--- src/rtl/cx_pkg.sv ---
package cx_pkg;
  localparam int unsigned INSTR_W = 32;
  localparam int unsigned RIDX_W  = 4;
  localparam int unsigned IMM_W   = 12;
  localparam int unsigned SHAM_W  = 5;

  localparam logic [7:0] OP_ADD   = 8'h01;
  localparam logic [7:0] OP_SUB   = 8'h02;
  localparam logic [7:0] OP_SHADD = 8'h03;
  localparam logic [7:0] OP_CMP   = 8'h04;
  localparam logic [7:0] OP_ADDI  = 8'h11;
  localparam logic [7:0] OP_SUBI  = 8'h12;
  localparam logic [7:0] OP_MOVI  = 8'h13;
  localparam logic [7:0] OP_CMPI  = 8'h14;

  typedef enum logic [3:0] {
    C_EQ = 4'h0, C_NE = 4'h1, C_LT = 4'h2, C_GT = 4'h3,
    C_LE = 4'h4, C_GE = 4'h5, C_AL = 4'hE
  } cond_e;

  typedef enum logic [2:0] {
    K_NOP, K_ADD, K_SUB, K_SHADD, K_MOV, K_CMP
  } kind_e;

  typedef struct packed {
    logic eq;
    logic lt;
    logic gt;
  } flags_t;

  typedef struct packed {
    logic [3:0]        cond;
    kind_e             kind;
    logic              use_imm;
    logic [RIDX_W-1:0] rs;
    logic [RIDX_W-1:0] rd;
    logic [RIDX_W-1:0] rt;
    logic [SHAM_W-1:0] shamt;
    logic [IMM_W-1:0]  imm;
  } dec_t;
endpackage

--- src/rtl/cx_decode.sv ---
module cx_decode
  import cx_pkg::*;
(
  input  logic [INSTR_W-1:0] instr_i,
  output dec_t               dec_o
);
  logic [7:0] op;
  assign op = instr_i[27:20];

  always_comb begin
    dec_o.cond    = instr_i[31:28];
    dec_o.rs      = instr_i[19:16];
    dec_o.rd      = instr_i[15:12];
    dec_o.rt      = instr_i[3:0];
    dec_o.shamt   = instr_i[4+SHAM_W-1:4];
    dec_o.imm     = instr_i[IMM_W-1:0];
    dec_o.use_imm = 1'b0;
    dec_o.kind    = K_NOP;
    case (op)
      OP_ADD:   dec_o.kind = K_ADD;
      OP_SUB:   dec_o.kind = K_SUB;
      OP_SHADD: dec_o.kind = K_SHADD;
      OP_CMP:   dec_o.kind = K_CMP;
      OP_ADDI:  begin dec_o.kind = K_ADD; dec_o.use_imm = 1'b1; end
      OP_SUBI:  begin dec_o.kind = K_SUB; dec_o.use_imm = 1'b1; end
      OP_MOVI:  begin dec_o.kind = K_MOV; dec_o.use_imm = 1'b1; end
      OP_CMPI:  begin dec_o.kind = K_CMP; dec_o.use_imm = 1'b1; end
      default:  dec_o.kind = K_NOP;
    endcase
  end
endmodule

--- src/rtl/cx_cond_eval.sv ---
module cx_cond_eval
  import cx_pkg::*;
(
  input  logic [3:0] cond_i,
  input  flags_t     flags_i,
  output logic       pass_o
);
  always_comb begin
    case (cond_i)
      C_EQ:    pass_o = flags_i.eq;
      C_NE:    pass_o = !flags_i.eq;
      C_LT:    pass_o = flags_i.lt;
      C_GT:    pass_o = flags_i.gt;
      C_LE:    pass_o = !flags_i.gt;
      C_GE:    pass_o = !flags_i.lt;
      C_AL:    pass_o = 1'b1;
      default: pass_o = 1'b0; // reserved codes never execute
    endcase
  end
endmodule

--- src/rtl/cx_alu.sv ---
module cx_alu
  import cx_pkg::*;
#(
  parameter int unsigned DATA_W = 32
) (
  input  kind_e             kind_i,
  input  logic [DATA_W-1:0] a_i,
  input  logic [DATA_W-1:0] b_i,
  input  logic [SHAM_W-1:0] shamt_i,
  output logic [DATA_W-1:0] res_o,
  output flags_t            flags_o
);
  always_comb begin
    case (kind_i)
      K_ADD:   res_o = a_i + b_i;
      K_SUB:   res_o = a_i - b_i;
      K_SHADD: res_o = a_i + (b_i << shamt_i);
      K_MOV:   res_o = b_i;
      default: res_o = '0;
    endcase
  end

  always_comb begin
    flags_o.eq = (a_i == b_i);
    flags_o.lt = ($signed(a_i) < $signed(b_i));
    flags_o.gt = !flags_o.eq && !flags_o.lt;
  end
endmodule

--- src/rtl/cx_regfile.sv ---
module cx_regfile #(
  parameter int unsigned DATA_W = 32,
  parameter int unsigned NREGS  = 16,
  parameter int unsigned NRP    = 3,
  localparam int unsigned AW    = $clog2(NREGS)
) (
  input  logic                       clk_i,
  input  logic                       rst_ni,
  input  logic                       we_i,
  input  logic [AW-1:0]              waddr_i,
  input  logic [DATA_W-1:0]          wdata_i,
  input  logic [NRP-1:0][AW-1:0]     raddr_i,
  output logic [NRP-1:0][DATA_W-1:0] rdata_o
);
  logic [NREGS-1:0][DATA_W-1:0] regs_q;

  always_ff @(posedge clk_i or negedge rst_ni) begin
    if (!rst_ni) begin
      regs_q <= '0;
    end else if (we_i) begin
      regs_q[waddr_i] <= wdata_i;
    end
  end

  for (genvar p = 0; p < NRP; p++) begin : g_rport
    assign rdata_o[p] = regs_q[raddr_i[p]];
  end
endmodule

--- src/rtl/cond_exec_unit.sv ---
module cond_exec_unit
  import cx_pkg::*;
#(
  parameter int unsigned DATA_W = 32,
  parameter int unsigned NREGS  = 16,
  localparam int unsigned AW    = $clog2(NREGS)
) (
  input  logic               clk_i,
  input  logic               rst_ni,
  input  logic               valid_i,
  input  logic [INSTR_W-1:0] instr_i,
  input  logic [AW-1:0]      chk_addr_i,
  output logic [DATA_W-1:0]  chk_data_o
);
  localparam int unsigned NRP = 3;

  dec_t                      dec;
  flags_t                    flags_q, flags_nx;
  logic                      cond_pass, fire, wr_en, flag_we, is_cmp;
  logic [NRP-1:0][AW-1:0]    raddr;
  logic [NRP-1:0][DATA_W-1:0] rdata;
  logic [DATA_W-1:0]         op_b, alu_res;

  cx_decode u_dec (.instr_i(instr_i), .dec_o(dec));

  cx_cond_eval u_cond (.cond_i(dec.cond), .flags_i(flags_q), .pass_o(cond_pass));

  assign raddr = {chk_addr_i, dec.rt, dec.rs};

  cx_regfile #(.DATA_W(DATA_W), .NREGS(NREGS), .NRP(NRP)) u_rf (
    .clk_i   (clk_i),
    .rst_ni  (rst_ni),
    .we_i    (wr_en),
    .waddr_i (dec.rd),
    .wdata_i (alu_res),
    .raddr_i (raddr),
    .rdata_o (rdata)
  );

  assign op_b = dec.use_imm ? {{(DATA_W-IMM_W){1'b0}}, dec.imm} : rdata[1];

  cx_alu #(.DATA_W(DATA_W)) u_alu (
    .kind_i  (dec.kind),
    .a_i     (rdata[0]),
    .b_i     (op_b),
    .shamt_i (dec.shamt),
    .res_o   (alu_res),
    .flags_o (flags_nx)
  );

  assign is_cmp  = (dec.kind == K_CMP);
  assign fire    = valid_i && cond_pass;
  assign flag_we = fire && is_cmp;
  assign wr_en   = fire && !is_cmp && (dec.kind != K_NOP);

  always_ff @(posedge clk_i or negedge rst_ni) begin
    if (!rst_ni) begin
      flags_q <= '{eq: 1'b1, lt: 1'b0, gt: 1'b0};
    end else if (flag_we) begin
      flags_q <= flags_nx;
    end
  end

  assign chk_data_o = rdata[2];
endmodule

--- config.mk ---
export PLATFORM = sky130hd
export DESIGN_NAME = cond_exec_unit
export DESIGN_NICKNAME = d
export VERILOG_FILES = /design/src/rtl/cx_pkg.sv /design/src/rtl/cx_decode.sv /design/src/rtl/cx_cond_eval.sv /design/src/rtl/cx_alu.sv /design/src/rtl/cx_regfile.sv /design/src/rtl/cond_exec_unit.sv
export SDC_FILE = /design/constraint.sdc
export NUM_CORES = 2
export LEC_CHECK = 0
export ABC_CLOCK_PERIOD_IN_PS = 5400
export BUFFER_PORTS_ARGS = -buffer_cell sky130_fd_sc_hd__buf_2
export CAP_MARGIN = 20
export CORE_ASPECT_RATIO = 1.1
export CORE_MARGIN = 4
export CORE_UTILIZATION = 55
export CTS_CLUSTER_DIAMETER = 60
export DETAILED_ROUTE_END_ITERATION = 16
export GPL_ROUTABILITY_DRIVEN = 0
export PLACE_DENSITY = 0.76
export SLEW_MARGIN = 20
export SYNTH_ARGS = -nofsm -noshare
export SYNTH_HDL_FRONTEND = slang
export SYNTH_SLANG_ARGS = --single-unit
--- constraint.sdc ---
create_clock -name clk_i -period 5.4 [get_ports clk_i]
set_input_delay 1.08 -clock clk_i [delete_from_list [all_inputs] [get_ports clk_i]]
set_output_delay 1.08 -clock clk_i [all_outputs]
set_load 0.005 [all_outputs]
* Yosys cells after proc, flatten, opt, wreduce, memory -nomap -nowiden
Cells that the tools add are included.
** Word-level totals
- Register bits :: 515
- Output and inout bits :: 32
- Logic and storage cells :: 81
** Cells by class
- $lt $le $gt $ge :: 6
- Shifts and indexed selects :: 1
- Multiplexer cells :: 14
- Equal/unequal tests :: 20
- Reduce and logical (&&, ||, !) cells :: 18
- Add/subtract/negate cells :: 3
** Operator list (count)
- bitwise mux 512 bit :: 1
- binary-select mux 32 bit (select 4 bit) :: 3
- 2-to-1 mux 32 bit :: 5
- demux 32 bit (select 4 bit) :: 1
- one-hot mux 32 bit (4 select lines) :: 1
- adder 32 bit :: 2
- == test 32 bit :: 1
- == test 8 x 5 -> 1 bit (second input constant) :: 4
- < comparator 32 bit :: 1
- << shifter 32 x 5 -> 32 bit :: 1
- subtractor 32 bit :: 1
- < comparator 4 x 5 -> 1 bit (second input constant) :: 4
- == test 8 x 2 -> 1 bit (second input constant) :: 2
- one-hot mux 3 bit (5 select lines) :: 1
- == test 4 x 2 -> 1 bit (second input constant) :: 2
- == test 4 x 3 -> 1 bit (second input constant) :: 2
- == test 8 x 1 -> 1 bit (second input constant) :: 1
- == test 8 x 3 -> 1 bit (second input constant) :: 1
- one-hot mux 1 bit (7 select lines) :: 1
- == test 3 x 2 -> 1 bit (second input constant) :: 2
- == test 3 bit (second input constant) :: 2
- logical AND 1 bit :: 6
- logical NOT 1 bit :: 6
- OR reduction 2 bit :: 3
- other kinds (8) :: 8

* Depth between registers and ports, before layout
- Depth after elaboration :: 8
- Mapped depth :: 30

* By module
Synthesis repeated with hierarchy kept, for this count alone.
** Unflattened totals
- Cells, all modules :: 2846
- Area total of the unflattened synthesis :: 36563.8 µm²
** Modules (own cells, without submodules)
- cx_regfile :: instances 1, cells each 1947, area each 30177.7 µm², sequential area each 12812.3 µm²
- cx_alu :: instances 1, cells each 794, area each 5540.3 µm², sequential area each 0.0 µm²
- cond_exec_unit :: instances 1, cells each 45, area each 419.2 µm², sequential area each 76.3 µm²
- cx_decode :: instances 1, cells each 46, area each 339.1 µm², sequential area each 0.0 µm²
- cx_cond_eval :: instances 1, cells each 14, area each 87.6 µm², sequential area each 0.0 µm²

* Least setup slack after synthesis
Ideal clock, no wire load.
- Kind :: input-to-reg
- From :: input instr_i[0]
- To :: register u_rf.regs_q[119] (netlist name)
- Buffers on the path :: 6
- Data required time :: 5.263 ns
- Setup slack :: -1.126 ns
- Arrival time :: 6.389 ns
- Cell stages on the path :: 27
- Cell sequence :: buf_2 -> buf_2 -> clkbuf_1 -> buf_2 -> buf_1 -> mux2i_1 -> a211oi_1 -> a21oi_1 -> nor2_1 -> a31oi_1 -> a21oi_1 -> mux2_2 -> mux2_2 -> a221oi_1 -> a21oi_1 -> ha_1 -> o21ai_0 -> nand2b_1 -> a31o_2 -> a41oi_1 -> nor2_1 -> a31oi_1 -> a21oi_1 -> xor2_1 -> a22oi_1 -> clkbuf_1 -> a21oi_1
** Between the ends
- Cells in the longest elaborated chain, start to end :: 7
- Elaborated cells on any way between the ends :: 9
** RTL lines
- from (decl) :: line cond_exec_unit.sv:11 : input logic [INSTR_W-1:0] instr_i,
- binary-select mux 32 bit (select 4 bit) :: line cx_regfile.sv:26 : assign rdata_o[p] = regs_q[raddr_i[p]];
- 2-to-1 mux 32 bit (not written as such) :: line cx_regfile.sv:26
- 2-to-1 mux 32 bit (*) :: line cond_exec_unit.sv:40 : assign op_b = dec.use_imm ? {{(DATA_W-IMM_W){1'b0}}, dec.imm} : rdata[1];
- << shifter 32 x 5 -> 32 bit :: line cx_alu.sv:17 : K_SHADD: res_o = a_i + (b_i << shamt_i);
- adder 32 bit :: line cx_alu.sv:17
- one-hot mux 32 bit (4 select lines) (*) :: line cx_alu.sv:14 : case (kind_i)
- bitwise mux 512 bit (*) :: line cx_regfile.sv:21 : regs_q[waddr_i] <= wdata_i;
- to (signal, indexed assignment) :: line cx_regfile.sv:21
- to (decl) :: line cx_regfile.sv:15 : logic [NREGS-1:0][DATA_W-1:0] regs_q;
Every way passes the cells marked *; elsewhere a longest branch is shown, timed or not. The select of a mux whose other input is x is not followed.
A chain may end at the register's enable or synchronous reset.

* Final worst setup path
- From :: input instr_i[2]
- To :: register u_rf.regs_q[63] (netlist name)
The elaborated chain is that of the path after synthesis.

==> out/metrics.csv <==
metric,value,unit
drt drc,0,
WP data required,5.91,ns
Antenna Nets Post-Route,0,
Final Cycle Share,105,%
final setup margin,-0.280,ns
Synth Flop Type,dfrtp_1,
fmax,176,MHz
final setup TNS,-29.17,ns
"slowest stage cell, crit path",mux4_2,
clock-pin transition on the worst setup and hold timing paths,0.06,ns
combinational fraction of design power,13.7,%
TritonCTS Buffers,57,
"Clk Latency, worst-skew pair",0.64,ns
Worst R2R End,u_rf.regs_q[475],
post-synthesis sequential area ratio,36.3,%
first-pass GRT wire length,201000,um
largest area contributor in the netlist,dfrtp_1,
Leak Pwr,19.1,nW
arrival time of the worst setup path,6.19,ns
layout cells sized above 1,40.2,%
die area,68700,um^2
Worst Tran Pin Value,1.19,ns
reg2reg setup slack,0.13,ns
vias in the first global route,34300,
CTS sink count,515,
"most common cell after layout, fill and taps aside",dfrtp_1,
crit path max fanout,8,
crit-path most repeated cell,buf_4,
GRT Overall Usage,38.0,%
GRT overflow,0,
final instance area,44200,um^2
CTS tree,yes,
initial core utilization,55.6,%
CP Class,in -> reg,
# IOs,71,
PortBufs,70,
max cap viols,0,
final hold vios,0,
Synth Register Bits,515,
Clock Power Share,44.1,%
Synth cell types,72,
RSZ-0062 raised after global routing,yes,
sequential fraction of design power,42.1,%
YS warnings,0,
most frequent cells in the layout,"514 x dfrtp_1, 468 x nor2_1, 460 x mux4_2",
run status,finished with violations,
Tmin final,5.68,ns
DR WL/cell,29.6,um
DR vias/cell,7.44,
site row count,97,
peak supply drop,0.242,mV
net count after synthesis,3351,
H-Tree Depth,2,
Reg2Reg Depth,25,
DRT iter0 DRCs,5680,
asr flop ratio synth,100,%
crit path capture type,flip-flop,
reg2reg start,u_rf.regs_q[196],
drt total wl,133000,um
antenna violations before repair,4,
post-synth top area share,36.2,%
Int Power,6.83,mW
PD cells,211,nW/um^2
register area,12900,um^2
Synth Area per Inst,10.9,um^2
Mapped Cells,3247,
Multi-input gate area,22600,um^2
Final Max Tran Viols,0,
Area Growth Syn to Fin,24.4,%
HPWL after detailed placement,87200,um
width of the die,250,um
Net Sw Power,2.51,mW
1st-pass router iterations,8,
worst relative slew slack,20.6,%
CTS root buffer,clkbuf_16,
Finished Core Util,69.2,%
CP peak stage delay,0.52,ns
final setup vio count,248,
failing checks,setup timing,
area post-placement,40900,um^2
hold crit path type,in -> async,
ranking of synthesized cells by area,"dfrtp_1 36%, mux4_2 29%, a21oi_1 6.7%, nor2_1 5.0%, clkbuf_1 2.5%",
Critical Path Start Type,input pin,
Clock Tree Buf Depth,3,
via count,33500,
Post-synth EDFFs,0,
nets,3719,
Mapped Area,35500,um^2
clock skew,0.0360,ns
pin count of the biggest net entering global routing,145,
Layout fillers,4254,
Core Footprint,63800,um^2
Sw Ratio,26.8,%
Die Ht,274,um
## worst max-delay path by stage
stage | startpoint | end | slack [ns] | depth (start not counted)
global placement | instr_i[2] | u_rf.regs_q[381] | -1.01 | 26
finish | instr_i[2] | u_rf.regs_q[63] | -0.28 | 29
CTS | instr_i[2] | u_rf.regs_q[415] | -0.18 | 26
detailed placement | instr_i[2] | u_rf.regs_q[93] | -1.08 | 26
floorplan | instr_i[2] | u_rf.regs_q[223] | -0.30 | 27
global route | instr_i[2] | u_rf.regs_q[475] | -0.39 | 29
## logic make-up (layout without fill, tap and decap cells)
group	count (synthesis)	after routing	synth area share [%]
other cells	0	3	0
xor+xnor	49	49	1.21
flops	515	515	36.3
simple gates	830	830	9.77
mux	578	578	32.7
fa+ha+maj	65	65	2.33
compound gates	866	867	13.9
buf+inv	344	758	3.85
## Yosys cell counts, types with 14 or more instances
master	instances
o21ai_1	48
dfrtp_1	514
o21ai_0	116
a21o_1	23
xor2_1	19
o22ai_1	34
o21a_1	14
a21oi_1	477
o211ai_1	15
nor3_1	31
inv_1	39
mux2i_1	69
mux4_2	460
nand2b_1	16
nor2_1	476
nor2b_1	16
xnor2_1	30
buf_1	42
mux2_2	49
ha_1	63
nand2_1	195
clkbuf_1	233
a211oi_1	16
buf_2	15
a22oi_1	39
nand3_1	30
## power groups by stage
stage | registers, mW | clock network [mW] | logic (mW)
floorplan | 3.99 | 0 | 0.685
global placement | 4.00 | 0 | 1.15
detailed placement | 4.00 | 0 | 1.18
CTS | 3.93 | 4.13 | 1.22
global route | 3.93 | 4.30 | 1.35
finish | 3.93 | 4.12 | 1.28
## per-stage QoR
step	hold WS [ns]	instances	power (mW)	setup WS [ns]
2_1_floorplan	0.477	3247	4.67	-0.301
3_3_place_gp	0.496	4350	5.14	-1.01
3_5_place_dp	0.513	4350	5.18	-1.08
4_1_cts	0.515	4482	9.28	-0.180
5_1_grt	0.547	4503	9.59	-0.390
6_report	0.495	4506	9.34	-0.280
## repair_timing
item | in CTS | in global routing
pin swaps | 16 | 54
setup endpoints to repair | 307 | 360
hold endpoints to repair | 0 | 0
cloned | 5 | 2
resized for setup | 96 | 95
buffers inserted | 22 | 23
hold buffers | 0 | 0
## sequential cells by signal, summed over array words and instances, names as in the netlist
signal       flops
u_rf.regs_q    512
flags_q          3
## cell type report
cell class	instances	share of cell area (%)
well taps	841	2.38
diodes	3	0.0170
multi-input cells	2389	51.2
clock inverters	37	0.946
flip-flops and latches	515	29.2
clock buffers	69	3.54
repair buffers	610	12.4
inverters	42	0.357
## worst max-delay path, delay by kind of cell
family / cells / cell delay (ns)
multiplexers: 7 / 1.63
XOR/XNOR: 1 / 0.13
adder cells (fa/ha/maj): 1 / 0.37
AND/OR/NAND/NOR: 2 / 0.25
buffers and inverters: 11 / 1.48
AO/OA/AOI/OAI: 7 / 1.21
## metal layers
| metal | part of all wire [%] | routed length, um | vias up | track usage (%) |
|---|---|---|---|---|
| met3 | 13 | 17600 | 967 | 10.3 |
| met2 | 45 | 60100 | 3075 | 58.5 |
| met4 | 9.2 | 12300 | 6 | 26.4 |
| met1 | 32 | 43200 | 16400 | 47.2 |
| li1 | - | - | 13100 | - |
| met5 | 0.056 | 74 | - | 0 |
Power figures use the tool's default switching activity.
